--- src/rtl/pll_seq_pkg.sv ---
package pll_seq_pkg;

   localparam int PDIV_W = 3;

   typedef enum logic [3:0] {
      ST_IDLE,
      ST_UP_PWR,
      ST_UP_ISO,
      ST_UP_EN,
      ST_UP_SET,
      ST_DN_TUN,
      ST_DN_XEN,
      ST_DN_EN,
      ST_DN_ISO,
      ST_DN_PWR,
      ST_RT_PD,
      ST_RT_FB,
      ST_RT_CHG,
      ST_RT_TW,
      ST_RT_TEN,
      ST_RT_WAIT
   } seq_state_e;

   typedef enum logic [1:0] {
      CMD_NONE,
      CMD_UP,
      CMD_DOWN,
      CMD_RETUNE
   } seq_cmd_e;

   typedef struct packed {
      logic pwr;
      logic iso;
      logic en;
      logic xen;
      logic ten;
      logic rrel;
   } pll_ctl_t;

   localparam pll_ctl_t CTL_RESET = '{pwr: 1'b0, iso: 1'b1, en: 1'b0,
                                      xen: 1'b0, ten: 1'b0, rrel: 1'b0};

   // cycles of a wait minus one: the timer counts down through zero
   function automatic int wait_load(input int mhz, input int us);
      return mhz * us - 1;
   endfunction

endpackage

--- src/rtl/pll_seq_arb.sv ---
module pll_seq_arb
   import pll_seq_pkg::*;
(
   input  logic     up,
   input  logic     down,
   input  logic     retune,
   output seq_cmd_e cmd
);
   // fixed priority: up, then down, then retune
   always_comb begin
      if (up)          cmd = CMD_UP;
      else if (down)   cmd = CMD_DOWN;
      else if (retune) cmd = CMD_RETUNE;
      else             cmd = CMD_NONE;
   end
endmodule

--- src/rtl/pll_seq_timer.sv ---
module pll_seq_timer #(
   parameter int CNT_W = 8
) (
   input  logic             clk,
   input  logic             rst_n,
   input  logic             load,
   input  logic [CNT_W-1:0] load_val,
   output logic             zero
);
   logic [CNT_W-1:0] cnt_q;

   always_ff @(posedge clk or negedge rst_n) begin
      if (!rst_n)              cnt_q <= '0;
      else if (load)           cnt_q <= load_val;
      else if (cnt_q != '0)    cnt_q <= cnt_q - 1'b1;
   end

   assign zero = (cnt_q == '0);
endmodule

--- src/rtl/pll_seq_fsm.sv ---
module pll_seq_fsm
   import pll_seq_pkg::*;
#(
   parameter int REF_MHZ     = 26,
   parameter int PWR_US      = 1,
   parameter int SETTLE_US   = 20,
   parameter bit HAS_XTRA_EN = 1'b1,
   parameter bit HAS_RST_REL = 1'b1,
   parameter bit SHARED_WORD = 1'b0,
   parameter int CNT_W       = 10
) (
   input  logic             clk,
   input  logic             rst_n,
   input  seq_cmd_e         cmd,
   input  logic             tmr_zero,
   output logic             tmr_load,
   output logic [CNT_W-1:0] tmr_val,
   output pll_ctl_t         ctl,
   output logic             cap,
   output logic             wr_pd,
   output logic             wr_fb,
   output logic             chg_set,
   output logic             tw_load,
   output logic             busy,
   output logic             done
);
   localparam logic [CNT_W-1:0] LD_PWR = CNT_W'(wait_load(REF_MHZ, PWR_US));
   localparam logic [CNT_W-1:0] LD_SET = CNT_W'(wait_load(REF_MHZ, SETTLE_US));

   seq_state_e state_q, state_d;
   pll_ctl_t   ctl_q, ctl_d;
   logic       done_q, done_d;

   always_ff @(posedge clk or negedge rst_n) begin
      if (!rst_n) begin
         state_q <= ST_IDLE;
         ctl_q   <= CTL_RESET;
         done_q  <= 1'b0;
      end else begin
         state_q <= state_d;
         ctl_q   <= ctl_d;
         done_q  <= done_d;
      end
   end

   always_comb begin
      state_d  = state_q;
      ctl_d    = ctl_q;
      done_d   = 1'b0;
      tmr_load = 1'b0;
      tmr_val  = '0;
      cap      = 1'b0;
      wr_pd    = 1'b0;
      wr_fb    = 1'b0;
      chg_set  = 1'b0;
      tw_load  = 1'b0;
      unique case (state_q)
         ST_IDLE: begin
            unique case (cmd)
               CMD_UP: begin
                  ctl_d.pwr = 1'b1;
                  tmr_load  = 1'b1;
                  tmr_val   = LD_PWR;
                  state_d   = ST_UP_PWR;
               end
               CMD_DOWN: begin
                  ctl_d.rrel = 1'b0;
                  state_d    = ST_DN_TUN;
               end
               CMD_RETUNE: begin
                  ctl_d.ten = 1'b0;
                  cap       = 1'b1;
                  state_d   = ST_RT_PD;
               end
               default: ;
            endcase
         end
         ST_UP_PWR: if (tmr_zero) begin
            ctl_d.iso = 1'b0;
            tmr_load  = 1'b1;
            tmr_val   = LD_PWR;
            state_d   = ST_UP_ISO;
         end
         ST_UP_ISO: if (tmr_zero) begin
            ctl_d.en = 1'b1;
            state_d  = ST_UP_EN;
         end
         ST_UP_EN: begin
            ctl_d.xen = HAS_XTRA_EN;
            ctl_d.ten = 1'b1;
            tmr_load  = 1'b1;
            tmr_val   = LD_SET;
            state_d   = ST_UP_SET;
         end
         ST_UP_SET: if (tmr_zero) begin
            ctl_d.rrel = HAS_RST_REL;
            done_d     = 1'b1;
            state_d    = ST_IDLE;
         end
         ST_DN_TUN: begin
            ctl_d.ten = 1'b0;
            state_d   = ST_DN_XEN;
         end
         ST_DN_XEN: begin
            ctl_d.xen = 1'b0;
            state_d   = ST_DN_EN;
         end
         ST_DN_EN: begin
            ctl_d.en = 1'b0;
            state_d  = ST_DN_ISO;
         end
         ST_DN_ISO: begin
            ctl_d.iso = 1'b1;
            state_d   = ST_DN_PWR;
         end
         ST_DN_PWR: begin
            ctl_d.pwr = 1'b0;
            done_d    = 1'b1;
            state_d   = ST_IDLE;
         end
         ST_RT_PD: begin
            wr_pd   = 1'b1;
            state_d = SHARED_WORD ? ST_RT_CHG : ST_RT_FB;
         end
         ST_RT_FB: begin
            wr_fb   = 1'b1;
            state_d = ST_RT_CHG;
         end
         ST_RT_CHG: begin
            chg_set = 1'b1;
            state_d = ST_RT_TW;
         end
         ST_RT_TW: begin
            tw_load = 1'b1;
            state_d = ST_RT_TEN;
         end
         ST_RT_TEN: begin
            ctl_d.ten = 1'b1;
            tmr_load  = 1'b1;
            tmr_val   = LD_SET;
            state_d   = ST_RT_WAIT;
         end
         ST_RT_WAIT: if (tmr_zero) begin
            done_d  = 1'b1;
            state_d = ST_IDLE;
         end
         default: state_d = ST_IDLE;
      endcase
   end

   assign ctl  = ctl_q;
   assign busy = (state_q != ST_IDLE);
   assign done = done_q;
endmodule

--- src/rtl/pll_seq_divreg.sv ---
module pll_seq_divreg
   import pll_seq_pkg::*;
#(
   parameter int            FB_W        = 22,
   parameter bit            SHARED_WORD = 1'b0,
   parameter logic [FB_W-1:0] FBW_RST   = '0
) (
   input  logic              clk,
   input  logic              rst_n,
   input  logic              cap,
   input  logic [FB_W-1:0]   new_fbw,
   input  logic [PDIV_W-1:0] new_pdiv,
   input  logic              wr_pd,
   input  logic              wr_fb,
   input  logic              chg_set,
   input  logic              tw_load,
   output logic [FB_W-1:0]   fbw,
   output logic [PDIV_W-1:0] pdiv,
   output logic              fbw_chg,
   output logic [FB_W-1:0]   tune_word
);
   logic [FB_W-1:0]   stg_fb_q;
   logic [PDIV_W-1:0] stg_pd_q;
   logic [FB_W-1:0]   fb_q, tw_q;
   logic [PDIV_W-1:0] pd_q;
   logic              chg_q;
   logic              fb_we;

   generate
      if (SHARED_WORD) begin : g_shared
         // both fields live in one word: one update carries both
         assign fb_we = wr_pd | wr_fb;
      end else begin : g_split
         assign fb_we = wr_fb;
      end
   endgenerate

   always_ff @(posedge clk or negedge rst_n) begin
      if (!rst_n) begin
         stg_fb_q <= '0;
         stg_pd_q <= '0;
         fb_q     <= FBW_RST;
         pd_q     <= '0;
         tw_q     <= '0;
         chg_q    <= 1'b0;
      end else begin
         if (cap) begin
            stg_fb_q <= new_fbw;
            stg_pd_q <= new_pdiv;
         end
         if (wr_pd)   pd_q <= stg_pd_q;
         if (fb_we)   fb_q <= stg_fb_q;
         if (tw_load) tw_q <= fb_q + 1'b1;
         chg_q <= chg_set;
      end
   end

   assign fbw       = fb_q;
   assign pdiv      = pd_q;
   assign tune_word = tw_q;
   assign fbw_chg   = chg_q;
endmodule

--- src/rtl/pll_seq_ctrl.sv ---
module pll_seq_ctrl
   import pll_seq_pkg::*;
#(
   parameter int              REF_MHZ     = 26,
   parameter int              PWR_US      = 1,
   parameter int              SETTLE_US   = 20,
   parameter int              FB_W        = 22,
   parameter bit              HAS_XTRA_EN = 1'b1,
   parameter bit              HAS_RST_REL = 1'b1,
   parameter bit              SHARED_WORD = 1'b0,
   parameter logic [FB_W-1:0] FBW_RST     = '0
) (
   input  logic              clk,
   input  logic              rst_n,
   input  logic              req_up,
   input  logic              req_down,
   input  logic              req_retune,
   input  logic [FB_W-1:0]   new_fbw,
   input  logic [PDIV_W-1:0] new_pdiv,
   output logic              pwr_on,
   output logic              iso_on,
   output logic              pll_en,
   output logic              xtra_en,
   output logic              tune_en,
   output logic              rst_rel,
   output logic [FB_W-1:0]   fbw,
   output logic [PDIV_W-1:0] pdiv,
   output logic              fbw_chg,
   output logic [FB_W-1:0]   tune_word,
   output logic              busy,
   output logic              done,
   output logic              en_status
);
   localparam int MAX_US = (SETTLE_US > PWR_US) ? SETTLE_US : PWR_US;
   localparam int CNT_W  = $clog2(REF_MHZ * MAX_US) + 1;

   generate
      if (REF_MHZ < 1)                 begin : g_bad_ref  $error("REF_MHZ must be at least 1"); end
      if (PWR_US < 1 || SETTLE_US < 1) begin : g_bad_wait $error("waits must be at least 1 us"); end
      if (FB_W < 8 || FB_W > 32)       begin : g_bad_fbw  $error("FB_W must be 8..32"); end
   endgenerate

   seq_cmd_e         cmd;
   pll_ctl_t         ctl;
   logic             tmr_load, tmr_zero;
   logic [CNT_W-1:0] tmr_val;
   logic             cap, wr_pd, wr_fb, chg_set, tw_load;

   pll_seq_arb u_arb (
      .up     (req_up),
      .down   (req_down),
      .retune (req_retune),
      .cmd    (cmd)
   );

   pll_seq_timer #(.CNT_W(CNT_W)) u_tmr (
      .clk      (clk),
      .rst_n    (rst_n),
      .load     (tmr_load),
      .load_val (tmr_val),
      .zero     (tmr_zero)
   );

   pll_seq_fsm #(
      .REF_MHZ     (REF_MHZ),
      .PWR_US      (PWR_US),
      .SETTLE_US   (SETTLE_US),
      .HAS_XTRA_EN (HAS_XTRA_EN),
      .HAS_RST_REL (HAS_RST_REL),
      .SHARED_WORD (SHARED_WORD),
      .CNT_W       (CNT_W)
   ) u_fsm (
      .clk      (clk),
      .rst_n    (rst_n),
      .cmd      (cmd),
      .tmr_zero (tmr_zero),
      .tmr_load (tmr_load),
      .tmr_val  (tmr_val),
      .ctl      (ctl),
      .cap      (cap),
      .wr_pd    (wr_pd),
      .wr_fb    (wr_fb),
      .chg_set  (chg_set),
      .tw_load  (tw_load),
      .busy     (busy),
      .done     (done)
   );

   pll_seq_divreg #(
      .FB_W        (FB_W),
      .SHARED_WORD (SHARED_WORD),
      .FBW_RST     (FBW_RST)
   ) u_div (
      .clk       (clk),
      .rst_n     (rst_n),
      .cap       (cap),
      .new_fbw   (new_fbw),
      .new_pdiv  (new_pdiv),
      .wr_pd     (wr_pd),
      .wr_fb     (wr_fb),
      .chg_set   (chg_set),
      .tw_load   (tw_load),
      .fbw       (fbw),
      .pdiv      (pdiv),
      .fbw_chg   (fbw_chg),
      .tune_word (tune_word)
   );

   assign pwr_on    = ctl.pwr;
   assign iso_on    = ctl.iso;
   assign pll_en    = ctl.en;
   assign tune_en   = ctl.ten;
   assign en_status = ctl.en;

   generate
      if (HAS_XTRA_EN) begin : g_xen
         assign xtra_en = ctl.xen;
      end else begin : g_no_xen
         assign xtra_en = 1'b0;
      end
      if (HAS_RST_REL) begin : g_rrel
         assign rst_rel = ctl.rrel;
      end else begin : g_no_rrel
         assign rst_rel = 1'b0;
      end
   endgenerate
endmodule

--- config.mk ---
export PLATFORM = sky130hd
export DESIGN_NAME = pll_seq_ctrl
export DESIGN_NICKNAME = d
export VERILOG_FILES = /design/src/rtl/pll_seq_pkg.sv /design/src/rtl/pll_seq_arb.sv /design/src/rtl/pll_seq_timer.sv /design/src/rtl/pll_seq_fsm.sv /design/src/rtl/pll_seq_divreg.sv /design/src/rtl/pll_seq_ctrl.sv
export SDC_FILE = /design/constraint.sdc
export NUM_CORES = 1
export LEC_CHECK = 0
export BUFFER_PORTS_ARGS = -buffer_cell sky130_fd_sc_hd__buf_4
export CAP_MARGIN = 0
export CORE_ASPECT_RATIO = 1.25
export CORE_MARGIN = 8
export CORE_UTILIZATION = 45
export CTS_BUF_LIST = sky130_fd_sc_hd__clkbuf_16
export DETAILED_ROUTE_END_ITERATION = 8
export PLACE_DENSITY = 0.79
export SLEW_MARGIN = 20
export SYNTH_ARGS = -nofsm -noshare
export SYNTH_HDL_FRONTEND = slang
export SYNTH_SLANG_ARGS = --single-unit
export TNS_END_PERCENT = 10
--- constraint.sdc ---
create_clock -name clk -period 1.7 [get_ports clk]
set_input_delay 0.17 -clock clk [delete_from_list [all_inputs] [get_ports clk]]
set_output_delay 0.17 -clock clk [all_outputs]
set_load 0.05 [all_outputs]
==> metrics.md, run 1 <==
| Metric | Value |
|---|---|
| Yosys warns | `0` |
| Critical path cell sequence | `inv_2 -> ha_4 -> nor3b_4 -> and3_4 -> buf_4 -> xnor2_1 -> nand3_1` |
| Max Fanout on Critical Path | `4` |
| Num Clock Sinks | `95` |
| Number of remaining DRC errors | `0` |
| Layout cells sized above 1 | `0.3720` |
| Critical path class | `register to register` |
| Post-Place Cells | `649` |
| CP arrival | `1860 ps` |
| Commonest register cell after synthesis | `dfrtp_1` |
| Slowest stage delay, CP | `400 ps` |
| Netlist cell types | `55` |
| PD cells | `686.9 nW/um^2` |
| DIE AREA | `13,900 sq um` |
| Final period utilization | `0.9697` |
| Global-route usage over all layers | `0.1599` |
| RR Startpoint | `u_tmr.cnt_q[1]$_DFFE_PN0P_` |
| WP buf/inv | `2` |
| DPL Wire Length | `8036 um` |
| Max_cap viols | `0` |
| Post-DRT Antenna Nets | `0` |
| Post-synth EDFFs | `0` |
| Clk_lat worst skew | `340 ps` |
| Drt wl/cell | `16.30 um` |
| Status | `completed` |
| Nets@finish | `576` |
| Worst Setup SP | `u_tmr.cnt_q[1]$_DFFE_PN0P_` |
| Largest family of logic cells by synthesized area | `simple AND/OR/NAND/NOR gates` |
| Final Non-Filler Cells | `672` |
| DRT iter0 DRCs | `95` |
| R2r endpoint | `u_tmr.cnt_q[0]$_DFFE_PN0P_` |
| Fmax | `606.6 MHz` |
| Clk_skew | `5.996 ps` |
| Synth Area in Compound Gates | `0.09469` |
| Final Hold Fails | `0` |
| Post-synth top cells | `dfrtp_1 (94), nand2_1 (45), mux2_2 (30), nor2_1 (24), o21ai_0 (22)` |
| Initial Utilization | `0.4616` |
| Vias in the first global route | `3,674` |
| VDD IR max | `0.3433 mV` |
| Register area | `2392 sq um` |
| Die W | `107.1 um` |
| Delay-heaviest family, CP | `simple AND/OR/NAND/NOR gates` |
| R2R depth | `7` |
| Clock-pin slew on the worst setup and hold paths | `60 ps` |
| Core area | `10,110 sq um` |
| Area of the multi-input gates | `2202 sq um` |
| # rows | `41` |
| Worst Max-Slew Pin Slew | `469.0 ps` |
| Setup slack, reg-to-reg | `50 ps` |
| H-tree levels | `3` |
| Worst Setup End Kind | `register` |
| Sequential cell area fraction in the yosys report | `0.5099` |
| Worst setup SP type | `register` |
| Mapped Cells | `423` |
| Routability Congestion | `0.8941` |
| Xor and xnor area share after synthesis | `0.04131` |
| Slew HR | `0.6871` |
| I/O pins | `87` |
| Hold_sp | `new_fbw[17]` |
| Area leader, netlist | `dfrtp_1` |
| Area Overhead vs Synth | `29.24%` |
| Syn_nets | `461` |
| RSZ-0062 raised after global routing | `true` |
| Most numerous cell in the Yosys netlist | `dfrtp_1` |
| First-pass GRT wire length | `17,950 um` |
| Worst Path Required | `1910 ps` |
| I/O Buffers | `86` |
| Post-synthesis cell area | `4664 sq um` |
| Max-slew violation count | `0` |
| Post-synthesis mux area share | `0.1271` |
| Simple-gate portion of the synthesized area | `0.1736` |
| Critical path's slowest cell | `dfrtp_1` |
| Routed vias | `3,557` |
| Maximum number of pins on one net before global-route repair | `60` |
| TritonCTS clock tree | `done` |
| Synth area leaders | `dfrtp_1 (50%), mux2_2 (7.2%), mux2_1 (4.8%), nand2_1 (3.6%), xnor2_1 (2.8%)` |
| Util after Layout | `0.5965` |
| Total gr overflow | `0` |
| Fillers | `785` |
| DRT Wirelength | `10,960 um` |
| Die height | `129.8 um` |
| Adder-Cell Fraction of Synth Area | `0.02146` |
| Crit path depth | `7` |
| Final setup viols | `0` |
| Ant diodes | `0` |
| Synthesis-stage register bit count | `95` |
| Tmin final | `1649 ps` |
| Clk buf depth | `2` |
| Worst setup path end | `u_tmr.cnt_q[0]$_DFFE_PN0P_` |
| Syn avg cell area | `11.03 sq um` |
| Ys async rst share | `1.000` |
| HP Class | `primary input to register` |
| Root Driver | `clkbuf_16` |
| Pre-antenna DRT Iters | `4` |
| Initial antenna violation count | `0` |
| DR vias/cell | `5.293` |
| Top-area cell type share of the netlist area | `0.5043` |
| CTS buffer count | `9` |
| Static leakage | `2.896 nW` |
[power by group]
part	total (mW)	switching (mW)	internal, mW
combinational	0.125	0.0661	0.0590
sequential	2.26	0	2.26
clock	1.75	0.798	0.957
[registers in the layout, indices dropped and copies added (netlist names)]
signal / count
u_div.stg_pd_q: 3
u_fsm.done: 1
u_div.stg_fb_q: 22
u_fsm.ctl: 6
u_tmr.cnt_q: 11
u_div.fbw: 22
u_div.fbw_chg: 1
u_div.tune_word: 22
u_div.pdiv: 3
u_fsm.state_q: 4
[logic make-up (layout without fill, tap and decap cells)]
kind of cell,count (synthesis),count (layout)
and+or+nand+nor,139,140
AOI/OAI and AO/OA,72,72
muxes,53,53
buffers and inverters,34,153
xor gates and xnor gates,22,22
DFF,95,95
adders and majority gates,8,8
[stage by stage]
stage	setup TNS, ps	total power [mW]	worst slack (ps)	hold WS, ps	cell area, sq um
after floorplan	-62.19	2.320	-19.53	-125.6	4682
after global placement	0	2.428	78.89	-32.21	5663
after detailed placement	-47.83	2.431	-26.41	-33.57	5663
after CTS	0	4.168	18.63	36.70	5941
after global routing	-18.71	4.275	-17.26	43.42	6028
final	0	4.141	51.46	44.87	6028
[layer usage]
metal	up-vias	track usage	part of all wire
li1	1725	-	-
met1	1725	0.1815	0.42
met2	92	0.2808	0.51
met3	15	0.04144	0.054
met4	0	0.06141	0.018
met5	-	0	0
[placed cells by master (no fill, tap or decap), types with 4 or more instances in the layout]
cell type  count
mux2_1        20
nor2_1        24
o211ai_1       4
dfrtp_2       11
inv_1         17
xnor2_1       15
nor3_1        11
clkbuf_16      9
mux2_2        30
nand3_1       11
buf_4        118
nand4b_1       5
nand4_1        4
nand2_1       44
a21oi_1       15
xor2_1         7
dfrtp_1       83
ha_1           7
o21ai_1       10
and3_1         5
a31oi_1        7
nor4_2         4
o21ai_0       22
[cell type report]
class,instances,area share
Clock buffer,9,0.03736
Clock inverter,7,0.004566
Tap cell,129,0.02677
Inverter,14,0.008717
Multi-Input combinational cell,295,0.3653
Sequential cell,95,0.3968
Timing Repair Buffer,123,0.1604
[repair_timing]
action	in CTS	in global routing
gates cloned	0	1
resized for setup	3	10
pin swaps	1	5
setup buffers	0	5
endpoints found under the setup margin	3	21
hold endpoints to repair	94	0
hold buffers	1	0
[how the worst min path moves through the flow]
stage	endpoint	slack, ps	cells past startpoint
after global routing	u_div.stg_fb_q[5]$_DFFE_PN0P_	40	2
after global placement	u_div.stg_fb_q[21]$_DFFE_PN0P_	-30	1
final	u_div.stg_fb_q[17]$_DFFE_PN0P_	40	2
after detailed placement	u_div.stg_fb_q[21]$_DFFE_PN0P_	-30	1
after CTS	u_div.stg_fb_q[17]$_DFFE_PN0P_	40	2
after floorplan	u_div.fbw[0]$_DFFE_PN0P_	-130	0
(Power assumes the default switching activity.)
==> inputs of run 2 (changes only) <==
Settings changed: SYNTH_HIERARCHICAL set to 1.
==> run 2 against run 1 <==
Effect of this change:
- the flow now finishes with violations (setup timing)
- setup slack lost 550 ps
- largest power group is now combinational cells
- highest routed layer unchanged
- via count grew 4.1%
- global-route usage grew 0.72 points
- sequential power grew 74%
- wire length grew 4.8%
- non-clock buffer count grew 32
- fmax shrank 25%
- area after synthesis shrank 0.72%
==> metrics.md, run 2 <==
| Metric | Value |
|---|---|
| Status | `finished with violations (was completed)` |
| Failing checks | `setup timing` |
| Core area | `10,050 sq um (was 10,110 sq um)` |
| Top-area cell type share of the netlist area | `0.5080 (was 0.5043)` |
| Post-synthesis cell area | `4631 sq um (was 4664 sq um)` |
| Post-Place Cells | `675 (was 649)` |
| Static leakage | `2.801 nW (was 2.896 nW)` |
| Yosys warns | `6 (was 0)` |
| Slowest stage delay, CP | `570 ps (was 400 ps)` |
| I/O Buffers | `86 (unchanged)` |
| Design area | `6170 sq um (was 6028 sq um)` |
| DR vias/cell | `5.353 (was 5.293)` |
| Initial antenna violation count | `0 (unchanged)` |
| Setup_tns | `-6536 ps (was 0 ps)` |
| Vias in the first global route | `3,677 (was 3,674)` |
| Sequential cell area fraction in the yosys report | `0.5136 (was 0.5099)` |
| Final period utilization | `1.293 (was 0.9697)` |
| Most numerous cell in the Yosys netlist | `dfrtp_1 (unchanged)` |
| Max_cap viols | `0 (unchanged)` |
| Die height | `129.4 um (was 129.8 um)` |
| Total gr overflow | `0 (unchanged)` |
| Clk_lat worst skew | `340 ps (about the same)` |
| Fillers | `818 (was 785)` |
| Mapped Cells | `424 (was 423)` |
| Total power draw | `12.60 mW (was 4.141 mW)` |
| Placed cell area | `5817 sq um (was 5663 sq um)` |
| Synthesis-stage register bit count | `95 (unchanged)` |
| Synth area leaders | `dfrtp_1 (51%), mux2_2 (12%), xnor2_1 (3.0%), nor2_1 (2.7%), a21oi_1 (2.6%) (was dfrtp_1 (50%), mux2_2 (7.2%), mux2_1 (4.8%), nand2_1 (3.6%), xnor2_1 (2.8%))` |
| Layout cells sized above 1 | `0.4227 (was 0.3720)` |
| Final Non-Filler Cells | `692 (was 672)` |
| Post-Place Setup Slack | `-512.6 ps (was -26.41 ps)` |
| CTS buffer count | `9 (unchanged)` |
| DRT Wirelength | `11,480 um (was 10,960 um)` |
| Fmax | `455.1 MHz (was 606.6 MHz)` |
| Post-synth top cells | `dfrtp_1 (94), mux2_2 (49), nor2_1 (33), nand2_1 (26), a21oi_1 (24) (was dfrtp_1 (94), nand2_1 (45), mux2_2 (30), nor2_1 (24), o21ai_0 (22))` |
| Netlist cell types | `57 (was 55)` |
| Final Hold Fails | `0 (unchanged)` |
| PD cells | `2043 nW/um^2 (was 686.9 nW/um^2)` |
| Worst Max-Slew Pin Slew | `513.3 ps (was 469.0 ps)` |
| Slew HR | `0.6546 (was 0.6871)` |
| Clock-pin slew on the worst setup and hold paths | `60 ps (about the same)` |
| Clk_skew | `6.458 ps (was 5.996 ps)` |
| Worst setup margin | `-497.4 ps (was 51.46 ps)` |
| Max-slew violation count | `0 (unchanged)` |
| Util after Layout | `0.6136 (was 0.5965)` |
| Commonest register cell after synthesis | `dfrtp_1 (unchanged)` |
| Tmin final | `2197 ps (was 1649 ps)` |
| Commonest non-fill, non-tap cell in the layout | `buf_4 (unchanged)` |
| CP arrival | `2410 ps (was 1860 ps)` |
| Routed vias | `3,704 (was 3,557)` |
| Worst setup SP type | `register (unchanged)` |
| Routability Congestion | `0.8380 (was 0.8941)` |
| Nets@finish | `596 (was 576)` |
| HP Class | `primary input to register (unchanged)` |
| H-tree levels | `3 (unchanged)` |
| Initial Utilization | `0.4606 (was 0.4616)` |
| Commonest non-fill, non-tap cells in the layout | `buf_4 (148), dfrtp_1 (94), mux2_2 (47) (was buf_4 (118), dfrtp_1 (83), nand2_1 (44))` |
| Syn avg cell area | `10.92 sq um (was 11.03 sq um)` |
| # rows | `41 (unchanged)` |
| VDD IR max | `1.096 mV (was 0.3433 mV)` |
| Area Overhead vs Synth | `33.23% (was 29.24%)` |
| Hold Slack | `65.01 ps (was 44.87 ps)` |
| Root Driver | `clkbuf_16 (unchanged)` |
| Max Fanout on Critical Path | `7 (was 4)` |
| Area of the multi-input gates | `2116 sq um (was 2202 sq um)` |
| Global-route usage over all layers | `0.1671 (was 0.1599)` |
| DIE AREA | `13,810 sq um (was 13,900 sq um)` |
| Area leader, netlist | `dfrtp_1 (unchanged)` |
| First-pass GRT wire length | `18,260 um (was 17,950 um)` |
| Critical path class | `register to register (unchanged)` |
| Post-DRT Antenna Nets | `0 (unchanged)` |
| DPL Wire Length | `8488 um (was 8036 um)` |
| Num Clock Sinks | `95 (unchanged)` |
| Worst Path Required | `1910 ps (about the same)` |
| TritonCTS clock tree | `done (unchanged)` |
| Critical path's slowest cell | `or4_4 (was dfrtp_1)` |
| Number of remaining DRC errors | `0 (unchanged)` |
| Register area | `2379 sq um (was 2392 sq um)` |
| Ant diodes | `0 (unchanged)` |
| Worst Setup End Kind | `register (unchanged)` |
| RSZ-0062 raised after global routing | `true (unchanged)` |
| I/O pins | `87 (unchanged)` |
| Final setup viols | `44 (was 0)` |
| Maximum number of pins on one net before global-route repair | `64 (was 60)` |
| Pre-antenna DRT Iters | `4 (unchanged)` |
| Critical path cell sequence | `or4_4 -> nor3_4 -> mux2i_1 -> nor4_2 -> or2_4 -> nor3b_1 -> a221o_1 (was inv_2 -> ha_4 -> nor3b_4 -> and3_4 -> buf_4 -> xnor2_1 -> nand3_1)` |
| DRT iter0 DRCs | `138 (was 95)` |
| Die W | `106.7 um (was 107.1 um)` |
| Post-synth EDFFs | `0 (unchanged)` |
| Ys async rst share | `1.000 (unchanged)` |
| Clk buf depth | `2 (unchanged)` |
| Drt wl/cell | `16.59 um (was 16.30 um)` |
## run 2: changes by cell type after synthesis, moves of 8 or more
cell     previous run  this run
a21oi_1            15        24
buf_4               3        11
mux2_1             20         1
mux2_2             30        49
nand2_1            45        26
nor2_1             24        33
o21ai_1            10         2
## run 2: cells by family after synthesis
family / after synthesis / synth area share
xor+xnor: 21 / 0.03972
flops: 95 / 0.5136
other cells: 1 / 0.0008098
simple gates: 122 / 0.1421
fa+ha+maj: 6 / 0.01621
mux: 53 / 0.1281
compound gates: 80 / 0.1057
buf+inv: 46 / 0.05377
## run 2: timing repair
action,in CTS,in global routing
hold endpoints to repair,94,0
gates resized for setup,7,10
hold buffers,1,0
endpoints found under the setup margin,51,76
buffers inserted,3,1
pin swaps,7,9
## run 2: routing by layer
metal,global-route usage,wire [um],part of all wire,up-vias
li1,-,-,-,1771
met1,0.1984,4795,0.42,1820
met2,0.2741,5885,0.51,94
met3,0.04719,554,0.048,19
met4,0.07884,242,0.021,0
met5,0,0,0,-
## run 2: cell type report
class	count	share of cell area
sequential	95	0.3855
multi-input combinational	287	0.3429
timing repair buffer	155	0.1983
clock buffer	9	0.03650
tap	129	0.02616
inverter	12	0.007301
clock inverter	5	0.003245
## run 2: worst paths after layout
kind                                                   endpoint                            from  slack (ps)  cells past startpoint
worst max-delay path                 u_tmr/cnt_q[8]$_DFFE_PN0P_      u_tmr/cnt_q[9]$_DFFE_PN0P_        -500                      7
worst min-delay path             u_div/stg_fb_q[18]$_DFFE_PN0P_                     new_fbw[18]          70                      2
worst max register to register       u_tmr/cnt_q[8]$_DFFE_PN0P_      u_tmr/cnt_q[9]$_DFFE_PN0P_        -500                      7
worst min register to register        u_div/fbw[11]$_DFFE_PN0P_  u_div/stg_fb_q[11]$_DFFE_PN0P_         480                      2
max in group asynchronous              u_fsm/ctl[4]$_DFFE_PN1P_                           rst_n         900                      3
min in group asynchronous       u_div/tune_word[21]$_DFFE_PN0P_                           rst_n         410                      3
## run 2: worst max-delay path, delay by kind of cell (launching register included)
| family | cells | cell delay, ps |
|---|---|---|
| AO/OA/AOI/OAI | 1 | 290 |
| AND/OR/NAND/NOR | 5 | 1310 |
| multiplexers | 1 | 100 |
| flip-flops | 1 | 380 |
## run 2: power by group
group,total (mW),switching (mW),internal [mW],leakage (nW)
sequential,3.94,0.654,3.29,1.17
combinational,6.95,4.18,2.77,1.50
clock,1.71,0.763,0.950,0.129
